File: config.mk
export PLATFORM = sky130hd
export DESIGN_NAME = pwr_mode_gater
export DESIGN_NICKNAME = d
export VERILOG_FILES = /design/src/rtl/pmg_pkg.sv /design/src/rtl/pmg_cmd_decode.sv /design/src/rtl/pmg_wake_filter.sv /design/src/rtl/pmg_domain_gate.sv /design/src/rtl/pwr_mode_gater.sv
export SDC_FILE = /design/constraint.sdc
export NUM_CORES = 1
export LEC_CHECK = 0
export ABC_AREA = 1
export BUFFER_PORTS_ARGS = -buffer_cell sky130_fd_sc_hd__buf_4
export CELL_PAD_IN_SITES_DETAIL_PLACEMENT = 1
export CELL_PAD_IN_SITES_GLOBAL_PLACEMENT = 2
export CORE_MARGIN = 4
export CORE_UTILIZATION = 16
export CTS_CLUSTER_DIAMETER = 30
export DETAILED_ROUTE_END_ITERATION = 10
export PLACE_DENSITY_LB_ADDON = 0.1
export SLEW_MARGIN = 25
export SYNTH_ARGS = -nofsm -noshare
export SYNTH_HDL_FRONTEND = slang
export SYNTH_SLANG_ARGS = --single-unit
File: constraint.sdc
create_clock -name clk -period 1.62 [get_ports clk]
set_clock_uncertainty 0.05 [all_clocks]
set_input_delay 0.324 -clock clk [delete_from_list [all_inputs] [get_ports clk]]
set_output_delay 0.324 -clock clk [all_outputs]
set_load 0.005 [all_outputs]
File: src/rtl/pmg_pkg.sv
`timescale 1ns/1ps
package pmg_pkg;

  typedef enum logic [1:0] {
    MODE_RUN  = 2'd0,
    MODE_WAIT = 2'd1,
    MODE_DOZE = 2'd2,
    MODE_STOP = 2'd3
  } pm_mode_e;

  // a target code names a low-power mode only when it is non-zero
  function automatic logic target_ok(input logic [1:0] tgt);
    return tgt != 2'd0;
  endfunction

  // which requests may end the given mode
  function automatic logic wake_ok(input pm_mode_e m, input logic any_int,
                                   input logic any_ext);
    case (m)
      MODE_WAIT, MODE_DOZE: return any_int | any_ext;
      MODE_STOP:            return any_ext;
      default:              return 1'b0;
    endcase
  endfunction

  function automatic logic core_on(input pm_mode_e m);
    return m == MODE_RUN;
  endfunction

  function automatic logic aon_on(input pm_mode_e m);
    return m != MODE_STOP;
  endfunction

  function automatic logic dozable_on(input pm_mode_e m);
    return (m == MODE_RUN) || (m == MODE_WAIT);
  endfunction

endpackage

File: src/rtl/pmg_cmd_decode.sv
`timescale 1ns/1ps
module pmg_cmd_decode
  import pmg_pkg::*;
(
  input  pm_mode_e   mode,
  input  logic       cmd_valid,
  input  logic [1:0] cmd_target,
  output logic       enter_req,
  output pm_mode_e   enter_mode
);
  // only a running core can issue a usable enter command
  assign enter_req  = cmd_valid && (mode == MODE_RUN) && target_ok(cmd_target);
  assign enter_mode = pm_mode_e'(cmd_target);
endmodule

File: src/rtl/pmg_wake_filter.sv
`timescale 1ns/1ps
module pmg_wake_filter
  import pmg_pkg::*;
#(
  parameter int N_INT = 4,
  parameter int N_EXT = 2
) (
  input  pm_mode_e         mode,
  input  logic [N_INT-1:0] int_irq,
  input  logic [N_EXT-1:0] ext_irq,
  output logic             wake
);
  logic any_int, any_ext;
  assign any_int = |int_irq;
  assign any_ext = |ext_irq;
  assign wake    = wake_ok(mode, any_int, any_ext);
endmodule

File: src/rtl/pmg_domain_gate.sv
`timescale 1ns/1ps
module pmg_domain_gate
  import pmg_pkg::*;
#(
  parameter int N_AON  = 3,
  parameter int N_DOZE = 3
) (
  input  pm_mode_e          mode,
  output logic              cpu_en,
  output logic              mem_en,
  output logic [N_AON-1:0]  aon_en,
  output logic [N_DOZE-1:0] doze_en
);
  logic core_lvl, aon_lvl, doze_lvl;
  assign core_lvl = core_on(mode);
  assign aon_lvl  = aon_on(mode);
  assign doze_lvl = dozable_on(mode);

  assign cpu_en = core_lvl;
  assign mem_en = core_lvl;

  for (genvar a = 0; a < N_AON; a++) begin : g_aon
    assign aon_en[a] = aon_lvl;
  end
  for (genvar d = 0; d < N_DOZE; d++) begin : g_doze
    assign doze_en[d] = doze_lvl;
  end
endmodule

File: src/rtl/pwr_mode_gater.sv
`timescale 1ns/1ps
module pwr_mode_gater
  import pmg_pkg::*;
#(
  parameter int N_INT  = 4,
  parameter int N_EXT  = 2,
  parameter int N_AON  = 3,
  parameter int N_DOZE = 3
) (
  input  logic              clk,
  input  logic              rst_n,
  input  logic              cmd_valid,
  input  logic [1:0]        cmd_target,
  input  logic [N_INT-1:0]  int_irq,
  input  logic [N_EXT-1:0]  ext_irq,
  output logic              cpu_clk_en,
  output logic              mem_clk_en,
  output logic [N_AON-1:0]  aon_clk_en,
  output logic [N_DOZE-1:0] dozable_clk_en,
  output logic [1:0]        mode_o
);
  pm_mode_e mode_q;
  logic     wake_evt;
  logic     enter_evt;
  pm_mode_e enter_mode;

  pmg_cmd_decode u_cmd (
    .mode       (mode_q),
    .cmd_valid  (cmd_valid),
    .cmd_target (cmd_target),
    .enter_req  (enter_evt),
    .enter_mode (enter_mode)
  );

  pmg_wake_filter #(.N_INT(N_INT), .N_EXT(N_EXT)) u_wake (
    .mode    (mode_q),
    .int_irq (int_irq),
    .ext_irq (ext_irq),
    .wake    (wake_evt)
  );

  // wake is listed first: the two events cannot coincide, but a wake is never lost
  always_ff @(posedge clk or negedge rst_n) begin
    if (!rst_n)         mode_q <= MODE_RUN;
    else if (wake_evt)  mode_q <= MODE_RUN;
    else if (enter_evt) mode_q <= enter_mode;
  end

  pmg_domain_gate #(.N_AON(N_AON), .N_DOZE(N_DOZE)) u_gate (
    .mode    (mode_q),
    .cpu_en  (cpu_clk_en),
    .mem_en  (mem_clk_en),
    .aon_en  (aon_clk_en),
    .doze_en (dozable_clk_en)
  );

  assign mode_o = mode_q;

  AST_ENTER_TARGET: assert property (@(posedge clk) disable iff (!rst_n)
    (mode_q == MODE_RUN && cmd_valid && cmd_target != 2'd0) |=> (mode_o == $past(cmd_target)));
  AST_BAD_TARGET_HOLD: assert property (@(posedge clk) disable iff (!rst_n)
    (mode_q == MODE_RUN && cmd_valid && cmd_target == 2'd0) |=> (mode_o == 2'd0));
  AST_LP_CMD_IGNORED: assert property (@(posedge clk) disable iff (!rst_n)
    (mode_q != MODE_RUN && cmd_valid && int_irq == '0 && ext_irq == '0) |=> $stable(mode_o));
  AST_WAIT_DOMAINS: assert property (@(posedge clk) disable iff (!rst_n)
    (mode_o == 2'd1) |-> (!cpu_clk_en && !mem_clk_en && (&aon_clk_en) && (&dozable_clk_en)));
  AST_DOZE_DOMAINS: assert property (@(posedge clk) disable iff (!rst_n)
    (mode_o == 2'd2) |-> (!cpu_clk_en && !mem_clk_en && (&aon_clk_en) && dozable_clk_en == '0));
  AST_STOP_DOMAINS: assert property (@(posedge clk) disable iff (!rst_n)
    (mode_o == 2'd3) |-> (!cpu_clk_en && !mem_clk_en && aon_clk_en == '0 && dozable_clk_en == '0));
  AST_RUN_DOMAINS: assert property (@(posedge clk) disable iff (!rst_n)
    (mode_o == 2'd0) |-> (cpu_clk_en && mem_clk_en && (&aon_clk_en) && (&dozable_clk_en)));
  AST_WAKE_SHALLOW: assert property (@(posedge clk) disable iff (!rst_n)
    ((mode_q == MODE_WAIT || mode_q == MODE_DOZE) && (int_irq != '0 || ext_irq != '0))
    |=> (mode_o == 2'd0 && cpu_clk_en));
  AST_STOP_INT_IGNORED: assert property (@(posedge clk) disable iff (!rst_n)
    (mode_q == MODE_STOP && ext_irq == '0) |=> (mode_o == 2'd3));
  AST_STOP_EXT_WAKE: assert property (@(posedge clk) disable iff (!rst_n)
    (mode_q == MODE_STOP && ext_irq != '0) |=> (mode_o == 2'd0));
  AST_WAKE_BEATS_CMD: assert property (@(posedge clk) disable iff (!rst_n)
    (mode_q != MODE_RUN && wake_evt && cmd_valid) |=> (mode_o == 2'd0));
  AST_EVENTS_EXCLUSIVE: assert property (@(posedge clk) disable iff (!rst_n)
    !(wake_evt && enter_evt));

endmodule

; ---- After elaboration in Yosys (flattened, before gate mapping)
; Index checks and enable logic that the tools add are counted.
[op_classes]
eq_ne = 4
bitwise = 1
mux = 3
reduce_logical = 9
[ops]
columns = cell, n
row1 = $eq 2x2->1 const B, 2
row2 = $mux 2, 2
row3 = $reduce_bool 2->1, 2
row4 = $reduce_or 2->1, 2
row5 = $reduce_or 4->1, 1
row6 = $eq 2x1->1 const B, 1
row7 = $logic_and 1x1->1, 2
row8 = $logic_not 2->1, 1
row9 = $ne 2x2->1 const B, 1
row10 = $pmux 1 s2, 1
row11 = $logic_or 1x1->1, 1
row12 = $or 1x1->1, 1
[word_totals]
output_inout_bits = 10
inputBits = 11
elab_cells = 18
register_bits = 2

; ---- Depth between registers and ports, before layout
[logic_depth]
ltp_word = 5
mapped_depth = 5
mapped_depth_nobuf = 5

; ---- Hierarchy
; A second synthesis with hierarchy kept.
[unflattened]
hier_cells = 37
hier_area_um2 = 246.5
[modules_own_cells]
columns = mod, area_each_um2, n_inst, seq_area_each_um2, cells_each
row1 = pwr_mode_gater, 85.1, 1, 50.0, 10
row2 = pmg_wake_filter, 67.6, 1, 0.0, 11
row3 = pmg_domain_gate, 63.8, 1, 0.0, 10
row4 = pmg_cmd_decode, 30.0, 1, 0.0, 6

; ---- Worst setup path after synthesis
; No wires, ideal clock.
[synth_timing]
path_kind = reg2out
start = reg mode_q[0], in the netlist mode_o[0]
end = out dozable_clk_en[0]
slack_ps = 160
path_buffers = 1
required_ps = 1246
path_stages_with_launch = 5
arrival_time_ps = 1086
path_cell_list = dfrtp_1 -> inv_1 -> ha_1 -> or2_1 -> buf_4
[synth_via]
elab_chain_cells = 2
word_cells_on_any_way = 3
cone_classes = eq/ne: 1 / reduce/logical: 2
[synth_rtl]
columns = item, line
row1 = from (decl), pwr_mode_gater.sv:22  ; pm_mode_e mode_q;
row2 = from (signal assigned), pwr_mode_gater.sv:46  ; else if (enter_evt) mode_q <= enter_mode;
row3 = $logic_not 2->1, -
row4 = via cpu_clk_en, pwr_mode_gater.sv:16  ; output logic cpu_clk_en,
row5 = $logic_or 1x1->1, pmg_pkg.sv:35  ; return (m == MODE_RUN) || (m == MODE_WAIT);
row6 = to (decl), pwr_mode_gater.sv:19  ; output logic [N_DOZE-1:0] dozable_clk_en,
; The timed path passes the listed nets, and every way through them passes these cells.

; ---- Worst setup path after layout
[layout_timing]
start = reg mode_q[0], in the netlist mode_o[0]
end = out dozable_clk_en[1]
[layout_via]
elab_chain_cells = 2
word_cells_on_any_way = 3
cone_classes = eq/ne: 1 / reduce/logical: 2
[layout_rtl]
columns = item, line
row1 = $eq 2x1->1 / $logic_not 2->1 (equally long branches), pmg_pkg.sv:35
row2 = $logic_or 1x1->1 *, pmg_pkg.sv:35
; Mark *: on every way between the ends. The rest lies on a longest branch, timed or not.

==> impl_metrics.py <==
metrics = {
    "status": {
        "run_status": "completed",
    },
    "floorplanning": {
        "fp.dieW_um": 47.35,
        "num_rows": 13,
        "fp.dieArea_sq_mm": 0.002242,
        "start_util": 0.1792,
        "core_area_sq_mm": 0.001383,
        "ioPinCount": 21,
        "die_h_um": 47.35,
    },
    "timing": {
        "relSlewSlack": 0.8236,
        "setup_violations": 0,
        "worst_pin_slew_ns": 0.2637,
        "finalHoldViolations": 0,
        "slew_viol_final": 0,
        "fin_crit_sh": 0.9834,
        "fmax_mhz": 627.7,
        "fin_crit_ns": 1.593,
    },
    "placed_design": {
        "numPlacedInstances": 59,
        "gp_congestion": 0.5471,
        "hpwl_um": 602.2,
        "portBuffers": 20,
    },
    "clock_tree": {
        "clkSinkCount": 2,
        "clk_pin_slew_ns": 0.03,
        "cts_tree": "done",
        "cts-htree-levels": 1,
        "cts_buffer_depth": 2,
        "clk_latency_ns": 0.22,
        "cts_buffers": 3,
        "root_buffer": "clkbuf_4",
    },
    "setup_path": {
        "required_ns": 1.25,
        "crit_fanout": 3,
        "cp-end-kind": "output pin",
        "crit_path_start_kind": "register",
        "reg2regPathDepth": 6,
        "critical_path_class": "reg -> out",
        "worstPathArrival_ns": 1.22,
        "reg2reg_to": "mode_o[0]",
        "rr_startpoint": "mode_o[0]",
        "r2r_slack_ns": 0.33,
    },
    "min_path": {
        "whs_path_depth": 4,
        "min_to": "mode_o[1]",
        "hp-class": "in -> reg",
        "min_from": "ext_irq[0]",
    },
    "power_and_ir_drop": {
        "ir_worst_vdd_mv": 0.5576,
        "p_total_w": 0.0007888,
        "p_per_area_mw_per_mm2": 1746,
        "leakagePower_nw": 0.2297,
    },
    "yosys": {
        "netlist_instances": 31,
        "ys_ff_latch": 2,
        "synth_seq_area_share": 0.2020,
        "syn_avg_cell_area_sq_um": 7.992,
        "synth_nets": 46,
        "syn-cell-area_sq_um": 247.7,
        "ys_warn_count": 0,
        "netlist-cell-type-count": 11,
    },
    "route": {
        "wl_um": 729,
        "routed_via_density": 3.971,
        "drtIter0Drc": 0,
        "antenna_left": 0,
        "wire_per_inst_um": 10.72,
        "route.detailed.drc": 0,
        "num_vias": 270,
        "first_pass_iters": 1,
    },
    "final_layout": {
        "regArea_sq_um": 50.05,
        "drive_above_1_share": 0.6981,
        "area_growth_pct": 82.32,
        "n_antenna_cell": 0,
        "mostFrequentLayoutCells": "buf_4, nor2_1, clkbuf_4",
        "largest_reg_flops": 2,
        "fin_cells": 68,
        "multi_input_area_sq_um": 151.4,
        "fill_cells": 164,
        "final_common_cell": "buf_4",
        "nNetsFinal": 70,
    },
    "grt": {
        "grt_max_degree": 6,
        "track_usage": 0.06687,
        "overflow": 0,
        "antenna_found_initial": 0,
        "grt_pass1_wl_mm": 1.028,
        "first_global_vias": 251,
    },
    "flow_run": {
        "maxCapViolations": 0,
    },
}
-- cells in the mapped netlist --
cell      count  area, sq um
a21boi_1      2        15.01
a21oi_2       2        17.52
buf_4         7        52.55
dfrtp_1       2        50.05
ha_1          4        50.05
inv_1         3        11.26
nand2_1       1        3.750
nand2_2       2        12.51
nand3_1       2        10.01
nor2_1        5        18.77
or2_1         1        6.260
-- logic make-up (layout without fill, tap and decap cells) --
group	Yosys count	in the layout	share of synthesized area
AND/OR/NAND/NOR	11	11	0.2071
buffers and inverters	10	32	0.2576
adder cells (fa/ha/maj)	4	4	0.2020
AO/OA/AOI/OAI	4	4	0.1313
flip-flops	2	2	0.2020
-- per-stage QoR --
step           instance area (sq um)  setup TNS (ns)  hold slack (ns)  setup WS (ns)    util
6_report                       451.7               0           0.3378        0.02690  0.3267
3_5_place_dp                   364.1               0          0.05809        0.08425  0.2633
3_3_place_gp                   364.1               0          0.05698         0.1486  0.2633
5_1_grt                        451.7       -0.009370           0.3573      -0.004834  0.3267
2_1_floorplan                  247.7               0         -0.02159         0.1600       -
4_1_cts                        424.2               0           0.3363      0.0002318  0.3068
-- power breakdown --
part	internal (W)	total [W]	switching, W
Sequential	0.0000723	0.0000925	0.0000202
Combinational	0.000351	0.000591	0.000239
Clock	0.0000814	0.000106	0.0000244
Total	0.000505	0.000789	0.000284
-- how the worst max path moves through the flow --
stage	slack [ns]	start	to
floorplan	0.16	mode_o[0]	dozable_clk_en[0]
global placement	0.15	mode_o[0]	dozable_clk_en[0]
detailed placement	0.08	mode_o[0]	dozable_clk_en[1]
CTS	0.0002	mode_o[1]	dozable_clk_en[1]
global route	-0.005	mode_o[0]	dozable_clk_en[0]
finish	0.03	mode_o[0]	dozable_clk_en[1]
-- worst max-delay path: stages, from the launching register on --
cell     delay, ns
dfrtp_1       0.39
inv_2         0.07
ha_4          0.16
or2_4         0.25
buf_4         0.13
-- metal layers --
layer  up-vias  wire (um)  track usage
met4         0          0      0.04972
li1        135          -            -
met3         0         67      0.01149
met5         -          0            0
met2        13        404       0.1203
met1       122        257      0.06742
-- layout make-up --
type                            count  area share
Clock buffer                        3     0.04986
Inverter                            3     0.02493
Multi-Input combinational cell     19      0.3352
Sequential cell                     2      0.1108
Tap cell                           15     0.04155
Timing Repair Buffer               26      0.4377
-- timing repair --
item | 4_1_cts | 5_1_grt
setup endpoints to repair | 3 | 3
pin swaps | 0 | 2
endpoints found under the hold margin | 2 | 0
setup buffers | 2 | 3
hold buffers | 1 | 0
gates resized for setup | 4 | 2
Note: power is estimated with default switching activity, not from simulation.
